[src/rtl/mbx_pkg.sv]
package mbx_pkg;

  localparam logic [7:0] OFF_POP_FIRST = 8'h80;
  localparam logic [7:0] OFF_POP_LAST  = 8'h8C;
  localparam logic [7:0] OFF_PEEK      = 8'h90;
  localparam logic [7:0] OFF_STATUS    = 8'h98;
  localparam logic [7:0] OFF_CONFIG    = 8'h9C;

  localparam int STAT_FULL_BIT  = 31;
  localparam int STAT_EMPTY_BIT = 30;
  localparam int CFG_EN_BIT     = 0;
  localparam int CFG_PEND_BIT   = 4;

  typedef enum logic [2:0] {
    SEL_NONE,
    SEL_POP,
    SEL_PEEK,
    SEL_STATUS,
    SEL_CONFIG
  } reg_sel_e;

  // Map a low address byte to a register; unaligned bytes select nothing.
  function automatic reg_sel_e decode_offset(input logic [7:0] off);
    reg_sel_e sel;
    sel = SEL_NONE;
    if (off[1:0] == 2'b00) begin
      if (off >= OFF_POP_FIRST && off <= OFF_POP_LAST) sel = SEL_POP;
      else if (off == OFF_PEEK)                       sel = SEL_PEEK;
      else if (off == OFF_STATUS)                     sel = SEL_STATUS;
      else if (off == OFF_CONFIG)                     sel = SEL_CONFIG;
    end
    return sel;
  endfunction

  function automatic logic [31:0] pack_status(input logic is_full,
                                              input logic is_empty);
    logic [31:0] w;
    w = '0;
    w[STAT_FULL_BIT]  = is_full;
    w[STAT_EMPTY_BIT] = is_empty;
    return w;
  endfunction

  function automatic logic [31:0] pack_config(input logic en,
                                              input logic pend);
    logic [31:0] w;
    w = '0;
    w[CFG_EN_BIT]   = en;
    w[CFG_PEND_BIT] = pend;
    return w;
  endfunction

  // Next occupancy from current count and accepted events.
  function automatic int unsigned next_count(input int unsigned cnt,
                                             input logic push_ok,
                                             input logic pop_ok);
    return cnt + (push_ok ? 1 : 0) - (pop_ok ? 1 : 0);
  endfunction

endpackage

[src/rtl/mbx_decode.sv]
module mbx_decode
  import mbx_pkg::*;
#(
  parameter int ADDR_W = 12
) (
  input  logic              req_valid,
  input  logic              req_write,
  input  logic [ADDR_W-1:0] req_addr,
  input  logic [3:0]        req_be,
  output reg_sel_e          rd_sel,
  output logic              pop_req,
  output logic              cfg_wr
);

  logic     whole_word;
  reg_sel_e hit;

  assign whole_word = (req_be == 4'hF);

  always_comb begin
    hit = SEL_NONE;
    if (req_valid && whole_word) hit = decode_offset(req_addr[7:0]);
  end

  assign rd_sel  = req_write ? SEL_NONE : hit;
  assign pop_req = !req_write && (hit == SEL_POP);
  assign cfg_wr  = req_write && (hit == SEL_CONFIG);

endmodule

[src/rtl/mbx_store.sv]
module mbx_store
  import mbx_pkg::*;
#(
  parameter int              DEPTH  = 8,
  parameter int              DW     = 32,
  parameter int              CNT_W  = 4,
  parameter logic [DW-1:0]   MARKER = '1
) (
  input  logic             clk,
  input  logic             rst_n,
  input  logic             push_valid,
  input  logic [DW-1:0]    push_data,
  input  logic             pop_req,
  output logic [DW-1:0]    head_data,
  output logic [CNT_W-1:0] count,
  output logic             full,
  output logic             empty,
  output logic             push_ok,
  output logic             pop_ok
);

  logic [DW-1:0]    slot_view [DEPTH];
  logic [CNT_W-1:0] wr_idx;

  assign full    = (count == CNT_W'(DEPTH));
  assign empty   = (count == '0);
  assign push_ok = push_valid && !full;
  assign pop_ok  = pop_req && !empty;

  // When a pop shifts the queue down, the tail slot moves one lower.
  assign wr_idx  = pop_ok ? count - 1'b1 : count;

  assign head_data = slot_view[0];

  for (genvar i = 0; i < DEPTH; i++) begin : g_slot
    logic [DW-1:0] slot_q;
    logic [DW-1:0] shifted;

    if (i == DEPTH - 1) begin : g_tail
      assign shifted = MARKER;
    end else begin : g_body
      assign shifted = slot_view[i+1];
    end

    always_ff @(posedge clk or negedge rst_n) begin
      if (!rst_n)                                  slot_q <= MARKER;
      else if (push_ok && wr_idx == CNT_W'(i))     slot_q <= push_data;
      else if (pop_ok)                             slot_q <= shifted;
    end

    assign slot_view[i] = slot_q;
  end

  always_ff @(posedge clk or negedge rst_n) begin
    if (!rst_n) count <= '0;
    else        count <= CNT_W'(next_count(int'(count), push_ok, pop_ok));
  end

endmodule

[src/rtl/mbx_ctrl.sv]
module mbx_ctrl
  import mbx_pkg::*;
(
  input  logic        clk,
  input  logic        rst_n,
  input  logic        cfg_wr,
  input  logic [31:0] cfg_wdata,
  input  logic        empty,
  output logic        irq_en,
  output logic        pending,
  output logic        irq
);

  always_ff @(posedge clk or negedge rst_n) begin
    if (!rst_n)      irq_en <= 1'b0;
    else if (cfg_wr) irq_en <= cfg_wdata[CFG_EN_BIT];
  end

  assign pending = !empty;
  assign irq     = pending && irq_en;

endmodule

[src/rtl/inbox_mailbox.sv]
module inbox_mailbox
  import mbx_pkg::*;
#(
  parameter int          ADDR_W = 12,
  parameter int          DEPTH  = 8,
  parameter logic [31:0] MARKER = 32'hFFFF_FFFF
) (
  input  logic              clk,
  input  logic              rst_n,
  input  logic              req_valid,
  input  logic              req_write,
  input  logic [ADDR_W-1:0] req_addr,
  input  logic [3:0]        req_be,
  input  logic [31:0]       req_wdata,
  output logic              rd_valid,
  output logic [31:0]       rd_data,
  input  logic              push_valid,
  input  logic [31:0]       push_data,
  output logic              full,
  output logic              irq
);

  localparam int CNT_W = $clog2(DEPTH + 1);

  reg_sel_e         rd_sel;
  logic             pop_req;
  logic             cfg_wr;
  logic [31:0]      head_data;
  logic [CNT_W-1:0] count;
  logic             empty;
  logic             push_ok;
  logic             pop_ok;
  logic             irq_en;
  logic             pending;
  logic [31:0]      rd_mux;

  mbx_decode #(.ADDR_W(ADDR_W)) u_dec (
    .req_valid (req_valid),
    .req_write (req_write),
    .req_addr  (req_addr),
    .req_be    (req_be),
    .rd_sel    (rd_sel),
    .pop_req   (pop_req),
    .cfg_wr    (cfg_wr)
  );

  mbx_store #(
    .DEPTH (DEPTH),
    .DW    (32),
    .CNT_W (CNT_W),
    .MARKER(MARKER)
  ) u_store (
    .clk       (clk),
    .rst_n     (rst_n),
    .push_valid(push_valid),
    .push_data (push_data),
    .pop_req   (pop_req),
    .head_data (head_data),
    .count     (count),
    .full      (full),
    .empty     (empty),
    .push_ok   (push_ok),
    .pop_ok    (pop_ok)
  );

  mbx_ctrl u_ctrl (
    .clk      (clk),
    .rst_n    (rst_n),
    .cfg_wr   (cfg_wr),
    .cfg_wdata(req_wdata),
    .empty    (empty),
    .irq_en   (irq_en),
    .pending  (pending),
    .irq      (irq)
  );

  always_comb begin
    unique case (rd_sel)
      SEL_POP:    rd_mux = empty ? MARKER : head_data;
      SEL_PEEK:   rd_mux = head_data;
      SEL_STATUS: rd_mux = pack_status(full, empty);
      SEL_CONFIG: rd_mux = pack_config(irq_en, pending);
      default:    rd_mux = '0;
    endcase
  end

  always_ff @(posedge clk or negedge rst_n) begin
    if (!rst_n) begin
      rd_valid <= 1'b0;
      rd_data  <= '0;
    end else begin
      rd_valid <= req_valid && !req_write;
      rd_data  <= (req_valid && !req_write) ? rd_mux : '0;
    end
  end

endmodule

[config.mk]
export PLATFORM = sky130hd
export DESIGN_NAME = inbox_mailbox
export DESIGN_NICKNAME = d
export VERILOG_FILES = /design/src/rtl/mbx_pkg.sv /design/src/rtl/mbx_decode.sv /design/src/rtl/mbx_store.sv /design/src/rtl/mbx_ctrl.sv /design/src/rtl/inbox_mailbox.sv
export SDC_FILE = /design/constraint.sdc
export NUM_CORES = 1
export LEC_CHECK = 0
export ABC_AREA = 1
export BUFFER_PORTS_ARGS = -buffer_cell sky130_fd_sc_hd__buf_2
export CORE_UTILIZATION = 50
export DETAILED_ROUTE_END_ITERATION = 8
export PLACE_DENSITY = 0.77
export SLEW_MARGIN = 0
export SYNTH_ARGS = -nofsm -noshare
export SYNTH_HDL_FRONTEND = slang
export SYNTH_SLANG_ARGS = --single-unit
[constraint.sdc]
create_clock -name clk -period 3.97 [get_ports clk]
set_input_delay 0.5955 -clock clk [delete_from_list [all_inputs] [get_ports clk]]
set_output_delay 0.5955 -clock clk [all_outputs]
set_load 0.02 [all_outputs]
==> summary.txt <==
Worst setup path
  • Crit Path Class: register to register
  • Delay of the slowest cell on the worst path: 0.42 ns
  • Cell-by-cell listing of the critical path: inv_1 -> ha_1 -> nand2_1 -> inv_1 -> nor2_1 -> nand3_4 -> inv_6 -> ha_1 -> inv_1 -> nand2_1 -> a21oi_4 -> nand2_2 -> buf_4 -> nand3_1 -> nand2_1
  • Library cell contributing the largest single delay on the critical path: a21oi_4
  • Kind of end point of the critical path: register
  • Maximum fanout along the worst path: 54
  • Endpoint arrival time on the critical path: 3.88 ns
  • Required @ worst endpoint: 4.44 ns
  • Crit path launch type: register

Route
  • Detailed router's first-iteration violation count: 1413
  • Antenna Nets Post-Route: 0
  • Number of detailed-route iterations in the first pass: 6
  • Drt via density: 5.51
  • Total via count in the routed design: 14300
  • Routed length per placed instance: 14.9 µm
  • DRC viols: 0
  • WL final: 38.6 mm

Floorplan
  • Placeable core area: 31600 µm²
  • I/O pins: 120
  • Effective utilization at floorplan: 50.7%
  • Row Count: 65
  • Die Outline Area: 32700 µm²
  • Die X: 181 µm
  • Height of the chip: 181 µm

Layout
  • Count of inserted antenna diode cells: 0
  • Total non-filler cell area in the finished layout: 17500 µm²
  • Layout Nets: 2259
  • Proportion of layout cells with a drive suffix above 1: 20.5%
  • Area growth from synthesis to final layout: 9.60%

Timing
  • Final setup viols: 0
  • Part of the cycle the worst path needs: 85.9%
  • Max transition margin: 17.8%
  • Final Max Slew Viols: 0
  • Post-route setup TNS: 0 ns
  • Smallest hold slack: 0.0711 ns
  • Transition time at the pin with the least slew margin: 1.23 ns
  • Maximum clock frequency: 0.293 GHz
  • Hold violation count in the final report: 0
  • Final setup skew: 0.0120 ns
  • RSZ-0062 raised after global routing: no
  • Minimum clock period: 3.41 ns

Clock network
  • Clock root buffer master: clkbuf_16
  • Post_cts resized: 0
  • Clock Sinks: 294
  • Clock-pin transition on the worst setup and hold timing paths: 0.06 ns
  • Clock Latency Late Sink: 0.55 ns
  • Longest Clk Path Bufs: 3
  • Hold buffer count at CTS: 0
  • Buffers inserted by post-CTS timing repair: 0
  • Clock tree from TritonCTS: done
  • Max H-tree Level: 1
  • Number of buffers added by the clock tree synthesis step: 30

Synth
  • Net count of the mapped netlist: 2284
  • Syn Area/Cell: 7.32 µm²
  • Register area share after synthesis: 48.0%
  • Post-synthesis cell type count: 27
  • YS warnings: 0
  • Number of flops mapped to enable cells by yosys: 0
  • Share of flip-flops with an asynchronous set or reset: 100%
  • Post-Synthesis Cells: 2188
  • Post-synthesis instance area: 16000 µm²
  • Most frequently used flop master after synthesis: dfstp_2
  • Flip-flop and latch count after synthesis: 294

Min path
  • HP Class: primary input to async pin

Pwr
  • Largest voltage drop on the vdd net: 0.437 mV
  • Final total power: 12600 µW
  • Leakage component of the power: 0.00888 µW
  • Ratio of total power to cell area: 719 nW/µm²

Placement
  • Cell area after placement: 16500 µm²
  • Final HPWL from detailed placement: 21.9 mm
  • IO buf count: 84
  • Last weighted congestion value of the routability-driven placer: 0.821

Global route
  • Maximum number of pins on one net before global-route repair: 258
  • Wire length of the first global-routing pass: 64.8 mm
  • Overflow left after global routing: 0
  • Tot GR Track Use: 23.3%
  • Antenna violations before repair: 0
  • Number of global-route vias before repair: 13300

Flow run
  • Max Cap Violations: 0

Status
  • Outcome: finished, final reports clean
final cells by class:
type	instances	area, µm²
multi-input combinational	1658	7340
clock buffer	51	941
timing repair buffer	121	783
fill	2849	14000
clock inverter	5	75.1
inverter	58	224
tap	402	503
sequential	294	7680
state kept, by name, summed over array words and instances, names as in the netlist:
name and flops:
u_store.g_slot.shifted 224, rd_valid 1, u_store.head_data 32, u_ctrl.irq_en 1, u_store.count 4, rd_data 32
metal layers:
| metal | wire length [µm] | vias up | part of all wire (%) | track usage [%] |
|---|---|---|---|---|
| li1 | - | 7066 | - | - |
| met1 | 17000 | 6636 | 44 | 31.7 |
| met2 | 18500 | 504 | 48 | 39.9 |
| met3 | 2500 | 50 | 6.5 | 2.86 |
| met4 | 520 | 0 | 1.3 | 5.08 |
| met5 | 0 | - | 0 | 0 |
Yosys cell counts, types with 2 or more instances:
master	count	area share (%)
a21oi_1	5	0.16
a21oi_2	3	0.16
buf_1	8	0.19
buf_2	83	2.6
buf_4	11	0.52
clkbuf_1	76	1.8
dfrtp_1	38	5.9
dfstp_2	256	42
ha_1	10	0.78
inv_1	54	1.3
inv_2	4	0.094
nand2_1	991	23
nand2_2	6	0.23
nand3_1	390	12
nand3_2	5	0.31
nand4_1	132	5.2
nor2_1	71	1.7
nor2_2	4	0.16
nor2_4	2	0.14
nor3_1	27	0.84
o211ai_1	2	0.094
o21ai_0	5	0.16
critical path, delay by kind of cell (launching register included):
| kind | cells | cell delay, ns |
|---|---|---|
| buffers and inverters | 5 | 0.75 |
| AOI/OAI and AO/OA | 1 | 0.42 |
| adders and majority gates | 2 | 0.47 |
| and+or+nand+nor | 7 | 1.31 |
| DFF | 1 | 0.35 |
layout by cell type (no fill, tap or decap), types with 2 or more instances in the layout:
cell type	Yosys	routed
clkbuf_8	0	9
buf_12	0	6
nor3_1	27	27
nand3_1	390	390
nor2_4	2	4
buf_4	11	31
dfrtp_1	38	38
ha_1	10	10
nand2_1	991	989
inv_2	4	2
buf_2	83	83
inv_1	54	54
nand3_2	5	4
bufinv_16	0	2
clkbuf_16	0	31
nand2_2	6	7
o211ai_1	2	2
o21ai_0	5	5
a21oi_4	0	2
nor2_2	4	2
nor2_1	71	71
clkbuf_1	76	11
dfstp_2	256	256
a21oi_1	5	5
clkinv_2	0	4
nand4_1	132	132
per-stage QoR:
step           std cells  worst slack [ns]  utilization (%)
2_1_floorplan       2188             0.998                -
3_3_place_gp        2533             0.525             52.4
3_5_place_dp        2533             0.422             52.4
4_1_cts             2589             0.592             55.6
5_1_grt             2589             0.248             55.6
6_report            2589             0.558             55.6
logic make-up (layout without fill, tap and decap cells):
group,count (synthesis),count (layout),share of synthesized area (%)
and+or+nand+nor,1629,1629,44.0
DFF,294,294,48.0
buffers and inverters,236,235,6.44
AOI/OAI and AO/OA,16,16,0.617
adders and majority gates,11,11,0.907
xor gates and xnor gates,2,2,0.109
power by group:
| group | total [µW] | internal [µW] | switching [µW] |
|---|---|---|---|
| registers | 6000 | 5260 | 736 |
| clock network | 2860 | 1730 | 1130 |
| logic | 3750 | 1260 | 2500 |
worst paths after layout:
check,start,to,slack [ns],cells past startpoint
max,u_store.count[1]$_DFF_PN0_,u_store.g_slot[0].shifted[18]$_DFFE_PN1P_,0.56,15
min,rst_n,u_store.count[0]$_DFF_PN0_,0.07,1
max reg2reg,u_store.count[1]$_DFF_PN0_,u_store.g_slot[0].shifted[18]$_DFFE_PN1P_,0.56,15
min reg2reg,u_store.g_slot[3].shifted[20]$_DFFE_PN1P_,u_store.g_slot[3].shifted[20]$_DFFE_PN1P_,0.48,2
max in group asynchronous,rst_n,u_store.g_slot[3].shifted[4]$_DFFE_PN1P_,2.81,2
min in group clk,req_write,rd_valid$_DFF_PN0_,0.27,2
(Power assumes the default switching activity.)
